[config.mk]
export PLATFORM = sky130hd
export DESIGN_NAME = ecc_syndrome_fix
export DESIGN_NICKNAME = d
export VERILOG_FILES = /design/src/rtl/ecc_fix_pkg.sv /design/src/rtl/ecc_fix_ctrl.sv /design/src/rtl/ecc_fix_datapath.sv /design/src/rtl/ecc_syndrome_fix.sv
export SDC_FILE = /design/constraint.sdc
export NUM_CORES = 1
export LEC_CHECK = 0
export CORE_UTILIZATION = 50
export CTS_CLUSTER_DIAMETER = 80
export CTS_CLUSTER_SIZE = 10
export DETAILED_ROUTE_END_ITERATION = 10
export GPL_TIMING_DRIVEN = 0
export PLACE_DENSITY = 0.81
export SLEW_MARGIN = 20
export SYNTH_ARGS = -nofsm -noshare
export SYNTH_HDL_FRONTEND = slang
export SYNTH_SLANG_ARGS = --single-unit
[constraint.sdc]
create_clock -name clk -period 6.3 [get_ports clk]
set_input_delay 0.945 -clock clk [delete_from_list [all_inputs] [get_ports clk]]
set_output_delay 0.945 -clock clk [all_outputs]
set_load 0.05 [all_outputs]
[src/rtl/ecc_fix_pkg.sv]
package ecc_fix_pkg;
  localparam int PORT_W    = 24;              // three code bytes
  localparam int CODE_W    = 22;              // meaningful code bits
  localparam int HALF_W    = CODE_W / 2;      // parity / complement halves
  localparam int BIT_W     = 3;               // bit-within-byte index
  localparam int DATA_W    = 1 << BIT_W;      // data byte width
  localparam int BYTE_W    = HALF_W - BIT_W;  // byte-within-chunk index
  localparam int PIDX_W    = BYTE_W + 1;      // byte-within-page index
  localparam int CNT_W     = $clog2(PORT_W + 1);
  localparam logic [PORT_W-1:0] CODE_MASK = PORT_W'((1 << CODE_W) - 1);

  typedef enum logic [1:0] {
    CLS_CLEAN   = 2'd0,
    CLS_ECC_BIT = 2'd1,
    CLS_FIXABLE = 2'd2,
    CLS_BROKEN  = 2'd3
  } eccClass_t;

  typedef struct packed {
    logic loadFirst;   // capture first-half codes, hold second-half codes
    logic loadSecond;  // move held codes into the stage
    logic emit;        // register a classification
    logic emitChunk;   // which half is being emitted
  } ctrlStrobe_t;
endpackage

[src/rtl/ecc_fix_ctrl.sv]
module ecc_fix_ctrl
  import ecc_fix_pkg::*;
(
  input  logic        clk,
  input  logic        rstN,
  input  logic        start,
  input  logic        pageMode512,
  output ctrlStrobe_t strobe,
  output logic        resultValid,
  output logic        done
);
  logic stageValid;
  logic stageLast;
  logic stageChunk;
  logic secondPending;
  logic accept;

  assign accept = start && !stageValid && !secondPending;

  always_comb begin
    strobe.loadFirst  = accept;
    strobe.loadSecond = secondPending;
    strobe.emit       = stageValid;
    strobe.emitChunk  = stageChunk;
  end

  always_ff @(posedge clk) begin
    if (!rstN) begin
      stageValid    <= 1'b0;
      stageLast     <= 1'b0;
      stageChunk    <= 1'b0;
      secondPending <= 1'b0;
      resultValid   <= 1'b0;
      done          <= 1'b0;
    end else begin
      stageValid    <= accept || secondPending;
      stageChunk    <= secondPending;
      stageLast     <= secondPending || (accept && !pageMode512);
      secondPending <= accept && pageMode512;
      resultValid   <= stageValid;
      done          <= stageValid && stageLast;
    end
  end
endmodule

[src/rtl/ecc_fix_datapath.sv]
module ecc_fix_datapath
  import ecc_fix_pkg::*;
(
  input  logic              clk,
  input  logic              rstN,
  input  ctrlStrobe_t       strobe,
  input  logic [PORT_W-1:0] calcCode0,
  input  logic [PORT_W-1:0] storedCode0,
  input  logic [PORT_W-1:0] calcCode1,
  input  logic [PORT_W-1:0] storedCode1,
  input  logic [DATA_W-1:0] rmwByteIn,
  output eccClass_t         resClass,
  output logic              failFlag,
  output logic [PIDX_W-1:0] byteIdx,
  output logic [BIT_W-1:0]  bitIdx,
  output logic              correctEn,
  output logic [DATA_W-1:0] rmwByteOut
);
  logic [PORT_W-1:0] stCalc, stStored, holdCalc, holdStored;
  logic [PORT_W-1:0] calcMasked, storedMasked, syn;
  logic [HALF_W-1:0] pairMix;
  logic [CNT_W-1:0]  ones;
  eccClass_t         cls;
  logic              clsFail;

  // stage 1: capture codes
  always_ff @(posedge clk) begin
    if (!rstN) begin
      stCalc     <= '0;
      stStored   <= '0;
      holdCalc   <= '0;
      holdStored <= '0;
    end else if (strobe.loadFirst) begin
      stCalc     <= calcCode0;
      stStored   <= storedCode0;
      holdCalc   <= calcCode1;
      holdStored <= storedCode1;
    end else if (strobe.loadSecond) begin
      stCalc   <= holdCalc;
      stStored <= holdStored;
    end
  end

  // stage 2: syndrome, popcount, classification
  assign calcMasked   = stCalc & CODE_MASK;
  assign storedMasked = stStored & CODE_MASK;
  assign syn          = calcMasked ^ storedMasked;
  assign pairMix      = (calcMasked[HALF_W-1:0] ^ calcMasked[CODE_W-1:HALF_W])
                      ^ (storedMasked[HALF_W-1:0] ^ storedMasked[CODE_W-1:HALF_W]);

  always_comb begin
    ones = '0;
    for (int i = 0; i < PORT_W; i++) begin
      ones = ones + CNT_W'(syn[i]);
    end
  end

  always_comb begin
    if (syn == '0 || calcMasked == '0 || storedMasked == '0) begin
      cls = CLS_CLEAN;
    end else if (ones == CNT_W'(1)) begin
      cls = CLS_ECC_BIT;
    end else if (ones == CNT_W'(HALF_W) && pairMix == {HALF_W{1'b1}}) begin
      cls = CLS_FIXABLE;
    end else begin
      cls = CLS_BROKEN;
    end
    clsFail = (cls == CLS_ECC_BIT) || (cls == CLS_BROKEN);
  end

  always_ff @(posedge clk) begin
    if (!rstN) begin
      resClass  <= CLS_CLEAN;
      failFlag  <= 1'b0;
      byteIdx   <= '0;
      bitIdx    <= '0;
      correctEn <= 1'b0;
    end else if (strobe.emit) begin
      resClass  <= cls;
      failFlag  <= strobe.emitChunk ? (failFlag || clsFail) : clsFail;
      correctEn <= (cls == CLS_FIXABLE);
      if (cls == CLS_FIXABLE) begin
        byteIdx <= {strobe.emitChunk, syn[HALF_W-1:BIT_W]};
        bitIdx  <= syn[BIT_W-1:0];
      end else begin
        byteIdx <= '0;
        bitIdx  <= '0;
      end
    end else begin
      correctEn <= 1'b0;
    end
  end

  // read-modify-write repair of one byte
  always_comb begin
    if (resClass == CLS_FIXABLE) begin
      rmwByteOut = rmwByteIn ^ (DATA_W'(1) << bitIdx);
    end else begin
      rmwByteOut = rmwByteIn;
    end
  end
endmodule

[src/rtl/ecc_syndrome_fix.sv]
module ecc_syndrome_fix
  import ecc_fix_pkg::*;
(
  input  logic        clk,
  input  logic        rstN,
  input  logic        start,
  input  logic        pageMode512,
  input  logic [23:0] calcCode0,
  input  logic [23:0] storedCode0,
  input  logic [23:0] calcCode1,
  input  logic [23:0] storedCode1,
  input  logic [7:0]  rmwByteIn,
  output logic        resultValid,
  output logic        done,
  output logic [1:0]  eccClass,
  output logic        fail,
  output logic [8:0]  byteIdx,
  output logic [2:0]  bitIdx,
  output logic        correctEn,
  output logic [7:0]  rmwByteOut
);
  ctrlStrobe_t strobe;
  eccClass_t   resClass;

  ecc_fix_ctrl u_ctrl (
    .clk         (clk),
    .rstN        (rstN),
    .start       (start),
    .pageMode512 (pageMode512),
    .strobe      (strobe),
    .resultValid (resultValid),
    .done        (done)
  );

  ecc_fix_datapath u_dp (
    .clk         (clk),
    .rstN        (rstN),
    .strobe      (strobe),
    .calcCode0   (calcCode0),
    .storedCode0 (storedCode0),
    .calcCode1   (calcCode1),
    .storedCode1 (storedCode1),
    .rmwByteIn   (rmwByteIn),
    .resClass    (resClass),
    .failFlag    (fail),
    .byteIdx     (byteIdx),
    .bitIdx      (bitIdx),
    .correctEn   (correctEn),
    .rmwByteOut  (rmwByteOut)
  );

  assign eccClass = resClass;
endmodule

# Word-level counts from Yosys, hierarchy flattened
# Cells that the tools add are included.
dict set report op_classes {
  addsub 23
  eq_ne 7
  shifts 1
  n_mux 11
  bitwise_logic 5
  n_reduce_logical 20
}
# operator count
set ops {}
lappend ops {{adder 5 x 1 -> 5 bit} 20}
lappend ops {{two-way mux 22 bit} 4}
lappend ops {{zero test 24 bit} 3}
lappend ops {{bitwise XOR 11 bit} 3}
lappend ops {{bitwise XOR 22 bit} 1}
lappend ops {{equality test 11 bit, second input constant} 1}
lappend ops {{adder 5 x 1 -> 5 bit, second input constant} 2}
lappend ops {{two-way mux 9 bit} 1}
lappend ops {{two-way mux 8 bit} 1}
lappend ops {{left shift 1 x 3 -> 8 bit, first input constant} 1}
lappend ops {{bitwise XOR 8 bit} 1}
lappend ops {{equality test 2 bit, second input constant} 3}
lappend ops {{logical AND 1 bit} 6}
lappend ops {{logical OR 1 bit} 6}
lappend ops {{equality test 5 x 1 -> 1 bit, second input constant} 1}
lappend ops {{equality test 5 x 4 -> 1 bit, second input constant} 1}
lappend ops {{two-way mux 2 bit} 2}
lappend ops {{zero test 1 bit} 3}
lappend ops {{two-way mux 3 bit} 1}
lappend ops {{adder 1 x 1 -> 2 bit} 1}
lappend ops {{equality test 2 x 1 -> 1 bit, second input constant} 1}
lappend ops {{two-way mux 1 bit} 2}
lappend ops {{AND reduction 2 bit} 1}
lappend ops {{nonzero test 2 bit} 1}
dict set report totals {
  reg_bits 110
  inputBits 108
  elab_cells 82
}

# Logic depth before layout (Yosys ltp)
dict set report logic_depth {
  depth_word 33
  mapped_depth 20
}

# By module
# Synthesis repeated with hierarchy kept, for this count alone.
dict set report unflattened {
  cells_unflattened 594
  area_unflattened_um2 5524.0
}
# mod n_inst cells_each area_each_um2
set by_module_without_submodules {}
lappend by_module_without_submodules {ecc_fix_datapath 1 575 5307.6}
lappend by_module_without_submodules {ecc_fix_ctrl 1 19 216.5}

# Worst setup path before layout
# Ideal clock, no wire load.
dict set report synth_timing {
  path_kind {reg2reg}
  start {register u_dp.stCalc[1]}
  end {register u_dp.byteIdx[7]}
  setup_time_ns 0.068
  t_arrival_ns 5.541
  setup_slack_ns 0.692
  path_stages_with_launch 20
  path_buffers 1
  period_less_slack_ns 5.608
  cell_sequence {dfxtp_1 xnor2_1 inv_1 ha_1 inv_1 fa_1 fa_1 fa_1 fa_1 fa_1 fa_1 inv_1 fa_1 a211o_1 a2111oi_2 nand4_1 nor4_2 nand3_2 buf_6 o21ai_2}
}
dict set report synth_between {
  elab_chain_cells 31
}
# item line_no
set synth_lines {}
lappend synth_lines {{start: declaration} ecc_fix_datapath.sv:19} ;# logic [PORT_W-1:0] stCalc, stStored, holdCalc, holdStored;
lappend synth_lines {{start signal: assignment} ecc_fix_datapath.sv:34} ;# stCalc <= calcCode0;
lappend synth_lines {{start signal: assignment} ecc_fix_datapath.sv:39} ;# stCalc <= holdCalc;
lappend synth_lines {{bitwise XOR 22 bit} ecc_fix_datapath.sv:47} ;# assign syn = calcMasked ^ storedMasked;
lappend synth_lines {{adder 1 x 1 -> 2 bit} ecc_fix_datapath.sv:54} ;# ones = ones + CNT_W'(syn[i]);
lappend synth_lines {{adder 5 x 1 -> 5 bit (22 in series)} ecc_fix_datapath.sv:54}
lappend synth_lines {{equality test 5 x 4 -> 1 bit} ecc_fix_datapath.sv:63} ;# end else if (ones == CNT_W'(HALF_W) && pairMix == {HALF_W{1'b1}}) begin
lappend synth_lines {{logical AND 1 bit} ecc_fix_datapath.sv:63}
lappend synth_lines {{two-way mux 1 bit} ecc_fix_datapath.sv:63}
lappend synth_lines {{two-way mux 2 bit} ecc_fix_datapath.sv:61} ;# end else if (ones == CNT_W'(1)) begin
lappend synth_lines {{two-way mux 2 bit (*)} ecc_fix_datapath.sv:59} ;# if (syn == '0 || calcMasked == '0 || storedMasked == '0) begin
lappend synth_lines {{equality test 2 bit (*)} ecc_fix_datapath.sv:82} ;# if (cls == CLS_FIXABLE) begin
lappend synth_lines {{two-way mux 9 bit (*)} ecc_fix_datapath.sv:82}
lappend synth_lines {{end signal: assignment} ecc_fix_datapath.sv:83} ;# byteIdx <= {strobe.emitChunk, syn[HALF_W-1:BIT_W]};
lappend synth_lines {{end: declaration} ecc_fix_datapath.sv:14} ;# output logic [PIDX_W-1:0] byteIdx,
# Mark *: on every way between the ends. The rest lies on a longest branch, timed or not.
# A chain may end at the register's enable or synchronous reset.

# Final worst setup path
dict set report layout_timing {
  start {register u_dp.stStored[0]}
  end {register u_dp.bitIdx[0]}
}
dict set report layout_between {
  elab_chain_cells 31
}
# item line_no
set layout_lines {}
lappend layout_lines {{start: declaration} ecc_fix_datapath.sv:19}
lappend layout_lines {{start signal: assignment} ecc_fix_datapath.sv:35} ;# stStored <= storedCode0;
lappend layout_lines {{start signal: assignment} ecc_fix_datapath.sv:40} ;# stStored <= holdStored;
lappend layout_lines {{bitwise XOR 22 bit} ecc_fix_datapath.sv:47}
lappend layout_lines {{adder 1 x 1 -> 2 bit} ecc_fix_datapath.sv:54}
lappend layout_lines {{adder 5 x 1 -> 5 bit (22 in series)} ecc_fix_datapath.sv:54}
lappend layout_lines {{equality test 5 x 4 -> 1 bit} ecc_fix_datapath.sv:63}
lappend layout_lines {{logical AND 1 bit} ecc_fix_datapath.sv:63}
lappend layout_lines {{two-way mux 1 bit} ecc_fix_datapath.sv:63}
lappend layout_lines {{two-way mux 2 bit} ecc_fix_datapath.sv:61}
lappend layout_lines {{two-way mux 2 bit} ecc_fix_datapath.sv:59}
lappend layout_lines {{equality test 2 bit} ecc_fix_datapath.sv:82}
lappend layout_lines {{two-way mux 3 bit (*)} ecc_fix_datapath.sv:82}
lappend layout_lines {{end signal: assignment} ecc_fix_datapath.sv:84} ;# bitIdx <= syn[BIT_W-1:0];
lappend layout_lines {{end: declaration} ecc_fix_datapath.sv:15} ;# output logic [BIT_W-1:0] bitIdx,
# Marked as above.

==> results.py <==
metrics = {
    "run_status": {
        "status": "completed",
    },
    "pwr": {
        "powerDensity_mw_per_mm2": 287,
        "ir_drop_mv": 0.203,
        "leakagePower_uw": 0.00274,
    },
    "sta": {
        "report.final.slew_viol_count": 0,
        "period_minus_slack_ns": 5.98,
        "setup_viol": 0,
        "max_freq_ghz": 0.167,
        "rsz0062_at_grt": "no",
        "fin_setup_tns_ns": 0,
        "slew_headroom": 0.549,
        "fin_worst_skew_ns": 0.0144,
        "period_share": 0.949,
        "whs_ns": 0.462,
        "hold_violations": 0,
        "worstMarginPinSlew_ns": 0.672,
    },
    "route": {
        "top_layer": "met4",
        "drt_iter0_drc": 335,
        "dr.pass1.iters": 5,
        "met3_length_um": 731,
        "drcViolationCount": 0,
        "met1Wirelength_um": 6270,
        "route.met2.wl_um": 7130,
        "ant_nets": 0,
        "wl_per_cell_um": 15.9,
        "vias": 4858,
        "via_per_inst": 5.31,
        "wl_um": 14500,
    },
    "layout": {
        "drive_above_1_share": 0.0452,
        "most-common-layout-cells": "nand2_1 (150), clkdlybuf4s50_1 (124), dfxtp_1 (110)",
        "n_antenna_cell": 0,
        "final_common_cell": "nand2_1",
        "area_delta_synth_final_pct": 29.3,
        "multi_input_area_mm2": 0.00312,
        "nFillCells": 914,
        "seqCellArea_mm2": 0.00220,
        "fin_nets": 902,
    },
    "yosys": {
        "synthCells": 636,
        "avgSynthCellArea_um2": 8.71,
        "synth.distinct_cells": 35,
        "synth_area_mm2": 0.00554,
        "ys_seq_elements": 110,
        "yosysWarningCount": 0,
        "ys_seq_area_frac": 0.397,
        "syn_nets": 767,
    },
    "global_route": {
        "grt_pass1_wl_um": 23600,
        "grt_max_degree": 19,
        "globalRoute.totalOverflow": 0,
        "first_global_vias": 4945,
        "grt_antenna_before_repair": 0,
        "grt_util_all_layers": 0.264,
    },
    "critical_path": {
        "cp.arrival_ns": 6.28,
        "setup.worst_path.class": "reg2reg",
        "cp-end-kind": "flip-flop",
        "critPathRequiredTime_ns": 6.61,
        "cp_max_fo": 10,
        "r2r-start": "u_dp.stStored[0]",
        "startpoint_type": "flip-flop",
        "r2r-end": "u_dp.bitIdx[0]",
        "worst-r2r-setup-slack_ns": 0.32,
        "r2r_cells": 19,
    },
    "die": {
        "ios": 134,
        "die_area_mm2": 0.0115,
        "start_util": 0.511,
        "core_mm2": 0.0108,
        "die_x_um": 107,
        "num_rows": 38,
        "die_y_um": 107,
    },
    "flow_run": {
        "maxCapViolCount": 0,
    },
    "placed_design": {
        "io_buffers": 124,
        "dpl.hpwl_um": 11700,
        "gp_congestion": 0.879,
    },
    "worst_hold_path": {
        "hold_depth": 2,
        "hold_end": "u_dp.byteIdx[2]",
        "min-delay-start": "u_dp.byteIdx[2]",
        "min_path_type": "reg2reg",
    },
    "clocking": {
        "numCtsBuffers": 9,
        "cts_tree": "built",
        "cts_setup_buffers": 0,
        "numClockSinks": 110,
        "cts_buffer_depth": 2,
        "cts.clk_slew.worst_paths_ns": 0.10,
        "cts_root_buffer": "clkbuf_8",
        "clk-insertion-delay-late_ns": 0.37,
        "htreeDepth": 3,
    },
}
==> registers in the layout (all words and copies together) (netlist names), 2 cells and up <==
name             count
u_dp.bitIdx          3
u_dp.holdStored     22
u_dp.stStored       22
u_dp.byteIdx         9
u_dp.holdCalc       22
u_dp.resClass        2
u_dp.stCalc         22
==> how the worst max path moves through the flow <==
| stage | startpoint | end | depth (start not counted) |
|---|---|---|---|
| 4_1_cts | u_dp.stStored[1] | u_dp.bitIdx[0] | 19 |
| 5_1_grt | u_dp.stStored[1] | u_dp.byteIdx[3] | 19 |
| 2_1_floorplan | u_dp.stCalc[1] | u_dp.byteIdx[7] | 19 |
| 3_5_place_dp | u_dp.stCalc[1] | u_dp.bitIdx[0] | 19 |
| 3_3_place_gp | u_dp.stStored[1] | u_dp.byteIdx[2] | 19 |
| 6_report | u_dp.stStored[0] | u_dp.bitIdx[0] | 19 |
==> synthesized netlist by cell type <==
| cell | instances | area (µm²) |
|---|---|---|
| nand2_1 | 150 | 563 |
| dfxtp_1 | 110 | 2200 |
| o21ai_0 | 48 | 240 |
| a21boi_0 | 46 | 345 |
| and2_1 | 46 | 288 |
| mux2i_1 | 44 | 440 |
| clkbuf_1 | 30 | 113 |
| inv_1 | 25 | 93.8 |
| xnor2_1 | 23 | 201 |
| xor2_1 | 19 | 166 |
| fa_1 | 15 | 300 |
| nor4_1 | 14 | 87.6 |
| nand4_1 | 10 | 62.6 |
| o21ai_2 | 9 | 78.8 |
| ha_1 | 8 | 100 |
| buf_2 | 5 | 25.0 |
| nor2_1 | 4 | 15.0 |
| nor3_1 | 4 | 20.0 |
| nand2b_1 | 3 | 18.8 |
| nand3b_1 | 3 | 22.5 |
| and3_1 | 2 | 12.5 |
| nand3_1 | 2 | 10.0 |
| nor2b_1 | 2 | 12.5 |
| o21a_1 | 2 | 15.0 |
| or4_1 | 2 | 15.0 |
| a2111oi_0 | 1 | 8.76 |
| a2111oi_2 | 1 | 15.0 |
| a211o_1 | 1 | 8.76 |
| a21o_2 | 1 | 8.76 |
| a31oi_1 | 1 | 6.26 |
| buf_1 | 1 | 3.75 |
| buf_6 | 1 | 11.3 |
| nand3_2 | 1 | 10.0 |
| nor4_2 | 1 | 12.5 |
| or3_1 | 1 | 6.26 |
==> layout make-up <==
class                           count  share of cell area
Multi-Input combinational cell    464               0.435
Clock inverter                      4             0.00524
Buffer                             37              0.0213
Inverter                           25              0.0131
Timing Repair Buffer              124               0.173
Tap cell                          140              0.0245
Clock buffer                       11              0.0197
Sequential cell                   110               0.307
==> per-stage QoR <==
| step | area, µm² | total power [µW] | instances | setup WS (ns) | utilization |
|---|---|---|---|---|---|
| final | 7160 | 2060 | 915 | 0.322 | 0.661 |
| after global routing | 7160 | 2210 | 915 | 0.000943 | 0.661 |
| after CTS | 7140 | 2060 | 915 | 0.103 | 0.658 |
| after detailed placement | 6960 | 1660 | 900 | 0.120 | 0.642 |
| after global placement | 6960 | 1610 | 900 | 0.236 | 0.642 |
| after floorplan | 5540 | 1400 | 636 | 0.692 | - |
==> worst max-delay path, cell delays in order (launching register included) <==
cell	delay, ns
dfxtp_1	0.38
xnor2_2	0.30
inv_1	0.08
ha_1	0.28
inv_1	0.05
fa_1	0.45
fa_1	0.51
fa_1	0.44
fa_1	0.51
fa_1	0.58
fa_1	0.17
inv_1	0.06
fa_1	0.38
a211o_1	0.31
a2111oi_2	0.45
nand4_1	0.16
nor4_2	0.35
nand3_2	0.16
buf_6	0.18
o21ai_2	0.11
==> power breakdown <==
part	switching [µW]	internal, µW	leakage, µW
clock network	252	160	0.0000923
logic	479	387	0.00175
registers	42.9	739	0.000901
total	774	1280	0.00274
==> kinds of logic after synthesis <==
| logic type | share of synthesized area |
|---|---|
| AO/OA/AOI/OAI | 0.131 |
| buffers and inverters | 0.0445 |
| flip-flops | 0.397 |
| adder cells (fa/ha/maj) | 0.0723 |
| AND/OR/NAND/NOR | 0.209 |
| XOR/XNOR | 0.0664 |
| multiplexers | 0.0795 |
==> per-layer routing <==
metal / track usage / up-vias
met5: 0 / -
met4: 0.0998 / 0
met3: 0.0345 / 35
met2: 0.470 / 169
met1: 0.325 / 2279
li1: - / 2375
==> what timing repair did <==
item                                    4_1_cts  5_1_grt
resized for setup                             0        3
endpoints found under the setup margin        0       15
hold buffers                                  0        0
No activity file was read; power rests on OpenSTA's default activity.
